File: src/rtl/ct_pkg.sv
package ct_pkg;

  typedef struct packed {
    logic [31:0] src_ip;
    logic [31:0] dst_ip;
    logic [15:0] src_port;
    logic [15:0] dst_port;
  } tuple_t;

  localparam int unsigned FLAG_FIN = 0;
  localparam int unsigned FLAG_SYN = 1;
  localparam int unsigned FLAG_RST = 2;
  localparam int unsigned FLAG_ACK = 4;

  function automatic tuple_t tuple_swap(tuple_t t);
    tuple_t r;
    r.src_ip   = t.dst_ip;
    r.dst_ip   = t.src_ip;
    r.src_port = t.dst_port;
    r.dst_port = t.src_port;
    return r;
  endfunction

endpackage

File: src/rtl/ct_match_array.sv
module ct_match_array
  import ct_pkg::*;
#(
  parameter int unsigned ENTRIES = 16
) (
  input  tuple_t                       key_i,
  input  tuple_t [ENTRIES-1:0]         ent_i,
  input  logic   [ENTRIES-1:0]         valid_i,
  output logic                         hit_o,
  output logic [$clog2(ENTRIES)-1:0]   hit_idx_o,
  output logic                         free_o,
  output logic [$clog2(ENTRIES)-1:0]   free_idx_o
);
  localparam int unsigned IDX_W = $clog2(ENTRIES);

  tuple_t               key_rev;
  logic [ENTRIES-1:0]   match;

  assign key_rev = tuple_swap(key_i);

  // one comparator pair per slot, both orientations of the tuple
  for (genvar g = 0; g < ENTRIES; g++) begin : g_cmp
    assign match[g] = valid_i[g] && ((ent_i[g] == key_i) || (ent_i[g] == key_rev));
  end

  always_comb begin
    hit_idx_o = '0;
    for (int i = ENTRIES - 1; i >= 0; i--) begin
      if (match[i]) hit_idx_o = IDX_W'(i);
    end
  end

  always_comb begin
    free_idx_o = '0;
    for (int i = ENTRIES - 1; i >= 0; i--) begin
      if (!valid_i[i]) free_idx_o = IDX_W'(i);
    end
  end

  assign hit_o  = |match;
  assign free_o = ~&valid_i;

endmodule

File: src/rtl/ct_table.sv
module ct_table
  import ct_pkg::*;
#(
  parameter int unsigned ENTRIES = 16
) (
  input  logic                       clk_i,
  input  logic                       rst_ni,
  input  logic                       ins_i,
  input  logic [$clog2(ENTRIES)-1:0] ins_idx_i,
  input  tuple_t                     ins_key_i,
  input  logic                       est_i,
  input  logic                       rel_i,
  input  logic [$clog2(ENTRIES)-1:0] hit_idx_i,
  output tuple_t [ENTRIES-1:0]       ent_o,
  output logic   [ENTRIES-1:0]       valid_o,
  output logic   [ENTRIES-1:0]       est_o
);
  localparam int unsigned IDX_W = $clog2(ENTRIES);

  for (genvar g = 0; g < ENTRIES; g++) begin : g_slot
    logic ins_here, est_here, rel_here;
    assign ins_here = ins_i && (ins_idx_i == IDX_W'(g));
    assign est_here = est_i && (hit_idx_i == IDX_W'(g));
    assign rel_here = rel_i && (hit_idx_i == IDX_W'(g));

    always_ff @(posedge clk_i or negedge rst_ni) begin
      if (!rst_ni) begin
        valid_o[g] <= 1'b0;
        est_o[g]   <= 1'b0;
        ent_o[g]   <= '0;
      end else if (ins_here) begin
        valid_o[g] <= 1'b1;
        est_o[g]   <= 1'b0;
        ent_o[g]   <= ins_key_i;
      end else if (rel_here) begin
        valid_o[g] <= 1'b0;
        est_o[g]   <= 1'b0;
      end else if (est_here) begin
        est_o[g]   <= 1'b1;
      end
    end
  end

endmodule

File: src/rtl/ct_flood.sv
module ct_flood #(
  parameter int unsigned ENTRIES   = 16,
  parameter int unsigned FLOOD_THR = 8
) (
  input  logic [ENTRIES-1:0]           valid_i,
  input  logic [ENTRIES-1:0]           est_i,
  output logic [$clog2(ENTRIES+1)-1:0] count_o,
  output logic                         flood_o
);
  localparam int unsigned CNT_W = $clog2(ENTRIES + 1);

  always_comb begin
    count_o = '0;
    for (int i = 0; i < ENTRIES; i++) begin
      count_o = count_o + CNT_W'(valid_i[i] & ~est_i[i]);
    end
  end

  assign flood_o = ({1'b0, count_o} >= (CNT_W + 1)'(FLOOD_THR));

endmodule

File: src/rtl/conn_tracker.sv
module conn_tracker
  import ct_pkg::*;
#(
  parameter int unsigned ENTRIES   = 16,
  parameter int unsigned FLOOD_THR = 8
) (
  input  logic                           clk_i,
  input  logic                           rst_ni,
  input  logic                           req_valid_i,
  input  logic [31:0]                    src_ip_i,
  input  logic [31:0]                    dst_ip_i,
  input  logic [15:0]                    src_port_i,
  input  logic [15:0]                    dst_port_i,
  input  logic [7:0]                     tcp_flags_i,
  input  logic                           rule_allow_i,
  output logic                           resp_valid_o,
  output logic                           pass_o,
  output logic                           hit_o,
  output logic                           table_full_o,
  output logic [$clog2(ENTRIES+1)-1:0]   half_open_o,
  output logic                           syn_flood_o
);
  localparam int unsigned IDX_W = $clog2(ENTRIES);

  // stage 1: request register
  logic       req_q;
  tuple_t     key_q;
  logic [7:0] flags_q;
  logic       allow_q;

  always_ff @(posedge clk_i or negedge rst_ni) begin
    if (!rst_ni) begin
      req_q   <= 1'b0;
      key_q   <= '0;
      flags_q <= '0;
      allow_q <= 1'b0;
    end else begin
      req_q <= req_valid_i;
      if (req_valid_i) begin
        key_q   <= '{src_ip: src_ip_i, dst_ip: dst_ip_i,
                     src_port: src_port_i, dst_port: dst_port_i};
        flags_q <= tcp_flags_i;
        allow_q <= rule_allow_i;
      end
    end
  end

  tuple_t [ENTRIES-1:0] ent;
  logic   [ENTRIES-1:0] valid;
  logic   [ENTRIES-1:0] est;
  logic                 hit, free;
  logic [IDX_W-1:0]     hit_idx, free_idx;

  ct_match_array #(.ENTRIES(ENTRIES)) u_match (
    .key_i     (key_q),
    .ent_i     (ent),
    .valid_i   (valid),
    .hit_o     (hit),
    .hit_idx_o (hit_idx),
    .free_o    (free),
    .free_idx_o(free_idx)
  );

  // stage 2: decision
  logic f_syn, f_ack, f_fin, f_rst;
  logic do_ins, do_est, do_rel, verdict;

  assign f_syn = flags_q[FLAG_SYN];
  assign f_ack = flags_q[FLAG_ACK];
  assign f_fin = flags_q[FLAG_FIN];
  assign f_rst = flags_q[FLAG_RST];

  assign do_ins  = req_q && !hit && allow_q && f_syn && !f_ack && free;
  assign do_rel  = req_q && hit && (f_fin || f_rst);
  assign do_est  = req_q && hit && !f_fin && !f_rst && !f_syn;
  assign verdict = hit || allow_q;

  ct_table #(.ENTRIES(ENTRIES)) u_table (
    .clk_i    (clk_i),
    .rst_ni   (rst_ni),
    .ins_i    (do_ins),
    .ins_idx_i(free_idx),
    .ins_key_i(key_q),
    .est_i    (do_est),
    .rel_i    (do_rel),
    .hit_idx_i(hit_idx),
    .ent_o    (ent),
    .valid_o  (valid),
    .est_o    (est)
  );

  always_ff @(posedge clk_i or negedge rst_ni) begin
    if (!rst_ni) begin
      resp_valid_o <= 1'b0;
      pass_o       <= 1'b0;
      hit_o        <= 1'b0;
    end else begin
      resp_valid_o <= req_q;
      if (req_q) begin
        pass_o <= verdict;
        hit_o  <= hit;
      end
    end
  end

  ct_flood #(.ENTRIES(ENTRIES), .FLOOD_THR(FLOOD_THR)) u_flood (
    .valid_i(valid),
    .est_i  (est),
    .count_o(half_open_o),
    .flood_o(syn_flood_o)
  );

  assign table_full_o = &valid;

endmodule

File: config.mk
export PLATFORM = sky130hd
export DESIGN_NAME = conn_tracker
export DESIGN_NICKNAME = d
export VERILOG_FILES = /design/src/rtl/ct_pkg.sv /design/src/rtl/ct_match_array.sv /design/src/rtl/ct_table.sv /design/src/rtl/ct_flood.sv /design/src/rtl/conn_tracker.sv
export SDC_FILE = /design/constraint.sdc
export NUM_CORES = 2
export LEC_CHECK = 0
export BUFFER_PORTS_ARGS = -buffer_cell sky130_fd_sc_hd__buf_2
export CAP_MARGIN = 20
export CORE_MARGIN = 5
export CORE_UTILIZATION = 58
export DETAILED_ROUTE_END_ITERATION = 16
export PLACE_DENSITY = 0.74
export SYNTH_ARGS = -nofsm -noshare
export SYNTH_HDL_FRONTEND = slang
export SYNTH_HIERARCHICAL = 1
export SYNTH_SLANG_ARGS = --single-unit
export TNS_END_PERCENT = 5
File: constraint.sdc
create_clock -name clk_i -period 4.07 [get_ports clk_i]
set_input_delay 0.407 -clock clk_i [delete_from_list [all_inputs] [get_ports clk_i]]
set_output_delay 0.407 -clock clk_i [all_outputs]
set_load 0.005 [all_outputs]
# --- Yosys cells after proc, flatten, opt, wreduce, memory -nomap -nowiden ---
# Cells that the tools add are included.
totals:
  register_bits: 1674
  inputBits: 108
classes:
  n_addsub: 15
  magnitude_cmp: 1
  n_eq_ne: 62
  n_mux: 112
  bitwise_logic: 32
  reduce_logical: 134
op_table:
  columns: ["operator", "count"]
  rows:
  - ["96-bit equality test", 32]
  - ["4-bit 2-to-1 mux", 32]
  - ["1-bit by 5-bit bitwise AND with 5-bit output", 16]
  - ["1-bit 2-to-1 mux", 80]
  - ["1-bit NOT with 5-bit output", 16]
  - ["5-bit adder", 15]
  - ["1-bit logical AND", 74]
  - ["4-bit equality test, second input constant", 16]
  - ["3-bit nonzero test", 16]
  - ["4-bit by 3-bit equality test with 1-bit output, second input constant", 8]
  - ["2-bit nonzero test", 16]
  - ["1-bit logical OR", 18]
  - ["4-bit by 2-bit equality test with 1-bit output, second input constant", 4]
  - ["16-bit AND reduction", 1]
  - ["16-bit OR reduction", 1]
  - ["4-bit by 1-bit equality test with 1-bit output, second input constant", 2]
  - ["4-bit logical NOT", 2]
  - ["1-bit logical NOT", 6]
  - ["5-bit by 4-bit >= comparator with 1-bit output, second input constant", 1]

# --- Depth between registers and ports, before layout ---
logic_depth:
  depth_word: 24
  ltp_mapped: 19
  mapped_depth_nobuf: 14

# --- Hierarchy ---
# Netlist, hierarchy kept.
by_module_without_submodules:
  columns: ["mod", "n_inst", "cells_per_inst", "area_per_inst_um2"]
  rows:
  - ["ct_table", 1, 3493, 58544.9]
  - ["ct_match_array", 1, 4623, 35746.8]
  - ["conn_tracker", 1, 233, 4385.5]
  - ["ct_flood", 1, 52, 476.7]

# --- Least setup slack after synthesis ---
# Ideal clock, no wire load.
synth_path:
  path_kind: "reg2reg"
  from: "register key_q[53] (netlist name)"
  to: "register u_table/ent_o[258] (netlist name)"
  setup_ns: 0.125
  t_arrival_ns: 4.192
  required_ns: 3.945
  setup_slack_ns: -0.247
  stages_incl_launch_ff: 19
  cell_sequence: "dfrtp_1 buf_2 buf_2 buf_4 xor2_1 nor4_1 nand4_1 nor3_1 o21ai_0 nand4_1 or4_1 nor4bb_1 and3_1 or3b_1 or2_1 buf_2 buf_6 buf_6 mux2_4"
synth_via:
  elab_chain_cells: 11
  word_cells_on_any_way: 72
  classes_between: "eq/ne: 32; reduce/logical: 40"
synth_rtl:
  columns: ["element", "line_no", "text"]
  rows:
  - ["start, declared", "conn_tracker.sv:27", "tuple_t key_q;"]
  - ["start signal, assigned", "conn_tracker.sv:40", "key_q <= '{src_ip: src_ip_i, dst_ip: dst_ip_i,"]
  - ["96-bit equality test", "ct_match_array.sv:23", "assign match[g] = valid_i[g] && ((ent_i[g] == key_i) || (ent_i[g] == key_rev));"]
  - ["1-bit logical OR", "ct_match_array.sv:23", null]
  - ["1-bit logical AND", "ct_match_array.sv:23", null]
  - ["16-bit OR reduction *", "ct_match_array.sv:40", "assign hit_o = |match;"]
  - ["named net hit", "conn_tracker.sv:51", "logic hit, free;"]
  - ["1-bit logical NOT *", "conn_tracker.sv:73", "assign do_ins = req_q && !hit && allow_q && f_syn && !f_ack && free;"]
  - ["1-bit logical AND * (5 in a row)", "conn_tracker.sv:73", null]
  - ["named net do_ins", "conn_tracker.sv:66", "logic do_ins, do_est, do_rel, verdict;"]
  - ["1-bit logical AND *", "ct_table.sv:22", "assign ins_here = ins_i && (ins_idx_i == IDX_W'(g));"]
  - ["end signal, assigned by index", "ct_table.sv:34", "ent_o[g] <= ins_key_i;"]
  - ["end, declared", "ct_table.sv:14", "output tuple_t [ENTRIES-1:0] ent_o,"]
# Mark *: on every way through the listed nets, which the timed path passes. The rest lies on a longest branch.
# A chain may end at the register's enable or synchronous reset.

# --- Final worst setup path ---
layout_path:
  from: "register key_q[6] (netlist name)"
  to: "register u_table/ent_o[347] (netlist name)"
# Same word-level chain as after synthesis.

==> summary.md <==
| Metric | Value |
|---|---|
| H-tree levels | 4 |
| Multi-input logic area | 55100 um2 |
| DP HPWL | 306000 um |
| Largest net degree at the start of global routing | 142 |
| Period utilization | 125% |
| Crit Path Category | flop to flop |
| Nets@finish | 9812 |
| Critical Path Fanout Max | 19 |
| Worst-case vdd ir drop | 496 uV |
| DP Area | 114000 um2 |
| Tmin final | 5080 ps |
| Clock Skew | 36.1 ps |
| Crit path capture type | flop |
| First-pass GRT wire length | 602000 um |
| Most frequent cells in the layout | xnor2_1, dfrtp_1, mux2_2, buf_4, xor2_1 |
| Power, Total | 57.4 mW |
| Critical path cell sequence | buf_12, buf_4, xnor2_1, nand4_1, nor4_2, nand4_1, nor3_2, o21ai_1, buf_4, nand4_1, or4_4, nor4bb_4, and3_4, or3b_4, nor2_4, buf_6, buf_12, buf_12, mux2_2 |
| Die Span X | 423 um |
| Slowest-stage cell, CP | or4_4 |
| Max-slew violation count | 0 |
| Count of input and output buffers | 113 |
| Starting density of the core | 58.4% |
| Clk_lat worst skew | 860 ps |
| Util after Layout | 74.2% |
| Placed instance count | 11400 |
| Area grow syn2layout | 27.0% |
| WL final | 440000 um |
| Commonest non-fill, non-tap cell in the layout | xnor2_1 |
| Register bit count reported by yosys | 1673 |
| Fin worst setup slack | -1010 ps |
| EDFF count, synth | 0 |
| Outcome | finished, violations left |
| P per Cell Area | 456 nW/um2 |
| Die ar. | 179000 um2 |
| Worst path max stage delay | 650 ps |
| I/O Pins | 118 |
| Antenna violations before repair | 22 |
| Drt drc | 0 |
| Antenna Violating Nets Remaining | 0 |
| # setup viols final | 1574 |
| Cell area after layout | 126000 um2 |
| Warnings from Yosys | 6 |
| Filler cell count | 11400 |
| TritonCTS clock tree | yes |
| Sink Count | 1673 |
| GPL Wtd Cong | 1.04 |
| CTS Buf Count | 189 |
| DR iter-0 viols | 11200 |
| Grt ovf | 0 |
| Syn Area/Cell | 11.8 um2 |
| Die Span Y | 423 um |
| Leak | 55.5 nW |
| Worst EP required | 4790 ps |
| Final-report hold violation count | 0 |
| Failing checks | negative setup slack |
| Synthesized area | 99200 um2 |
| RSZ-0062 raised after global routing | yes |
| DRT Pass-1 Iters | 8 |
| Startpoint Class | flop |
| Library cells used by synthesis | 66 |
| Root cell of the clock tree | clkbuf_16 |
| CP arrival | 5810 ps |
| Post-route insts no fill | 12100 |
| Storage cell area | 42200 um2 |
| Per-cell routed wire length | 36.4 um |
| Sequential share of the synthesized area | 42.2% |
| Buf/Inv on CP | 6 |
| Ys async rst share | 100% |
| Routed vias/inst | 6.62 |
| Core footprint | 170000 um2 |
| R2R Setup Slk | -1010 ps |
| Clk slew on worst S/H paths | 70 ps |
| Post-synth net total | 8524 |
| FP Rows | 151 |
| Gate count of the mapped netlist | 8401 |
| Worst path top cell family by delay | simple AND/OR/NAND/NOR gates |
| Worst-Margin Slew | 979 ps |
| Vias in the first global route | 80100 |
| Max Fclk | 197 MHz |
| Share of cells above drive strength 1 | 38.8% |
| GRT Total Usage | 47.0% |
| Max Cap Viol | 0 |
| Ys flop type | dfrtp_1 |
| Min-Delay Path Class | input pin to flop |
| Via count | 80000 |
| Max-Slew Margin vs Limit | 34.3% |
| CTS max path bufs | 3 |
-- state kept, by name, indices dropped and copies added, names as in the netlist --
signal,cells
allow_q,1
resp_valid_o,1
key_q,96
u_table/est_o,16
u_table/valid_o,16
req_q,1
pass_o,1
u_table/ent_o,1536
hit_o,1
flags_q,4
-- power by group --
| group | internal (mW) | total, mW | switching [mW] |
|---|---|---|---|
| clock network | 10.8 | 18.3 | 7.52 |
| logic | 8.29 | 17.8 | 9.54 |
| registers | 18.6 | 21.3 | 2.66 |
| total | 37.7 | 57.4 | 19.7 |
-- final cells by class --
| type | count | area share (%) |
|---|---|---|
| tap | 2218 | 2.20 |
| timing repair buffer | 1752 | 15.1 |
| clock buffer | 289 | 4.54 |
| antenna | 17 | 0.0338 |
| inverter | 64 | 0.196 |
| sequential | 1673 | 33.5 |
| multi-input combinational | 6009 | 43.8 |
| clock inverter | 62 | 0.641 |
-- worst paths after layout --
| check | startpoint | endpoint | cells after the start |
|---|---|---|---|
| max | key_q[6] | u_table/ent_o[347] | 19 |
| max in group asynchronous | rst_ni | u_table/ent_o[1251] | 4 |
| max reg2reg | key_q[6] | u_table/ent_o[347] | 19 |
| min reg2reg | u_table/est_o[8] | u_table/est_o[8] | 2 |
| min in group asynchronous | rst_ni | hit_o | 2 |
| min | dst_port_i[1] | key_q[1] | 2 |
-- through the flow --
stage	TNS (ps)	hold slack [ps]	setup WS (ps)
after floorplan	0	111	0.0511
after global placement	-2191560	382	-1600
after detailed placement	-2326000	387	-1720
after CTS	-882140	35.2	-934
after global routing	-1180140	75.8	-1010
final	-1269040	24.8	-1010
-- cell families after synthesis --
kind of cell | synth area share [%]
xor+xnor | 26.5
buf+inv | 3.60
mux | 19.0
compound gates | 1.12
fa+ha+maj | 0.265
flops | 42.2
simple gates | 7.30
-- per-layer routing --
metal  global-route usage, %  vias to the layer above  routed length [um]
met5                       0                        -                 158
met4                    34.2                       16               40700
met3                    15.0                     1871               58400
met2                    66.9                     6007              180000
met1                    60.3                    40400              161000
li1                        -                    31700                   -
-- synthesized netlist by cell type, types with 8 or more instances --
master	instances	area share (%)
nor2_1	45	0.17
buf_6	12	0.14
xnor2_1	2090	18
mux2_4	119	1.8
buf_4	23	0.17
nand2_1	40	0.15
buf_1	15	0.057
clkbuf_1	168	0.64
o21ai_0	40	0.20
nand4_1	613	3.9
nor3_1	39	0.20
inv_1	59	0.22
nor2b_1	19	0.12
mux2_2	1512	17
fa_1	10	0.20
a21oi_1	18	0.091
nand3_1	16	0.081
xor2_1	905	8.0
dfrtp_1	1673	42
nor4_1	364	2.3
buf_12	9	0.18
buf_2	430	2.2
a31oi_1	8	0.050
o22ai_1	30	0.19
nand2b_1	26	0.16
-- what timing repair did --
action,CTS,global route
endpoints found under the hold margin,289,0
hold buffers,102,0
gates resized for setup,190,185
endpoints found under the setup margin,1576,1574
cloned,13,20
buffers inserted,98,72
pin swaps,43,32
-- worst register-to-register path, delay by kind of cell, from the launching register on --
| family | cells | cell delay, ps |
|---|---|---|
| buffers and inverters | 6 | 1080 |
| multiplexers | 1 | 370 |
| XOR/XNOR | 1 | 170 |
| flip-flops | 1 | 540 |
| AO/OA/AOI/OAI | 1 | 150 |
| AND/OR/NAND/NOR | 10 | 2660 |
(Power assumes the default switching activity.)
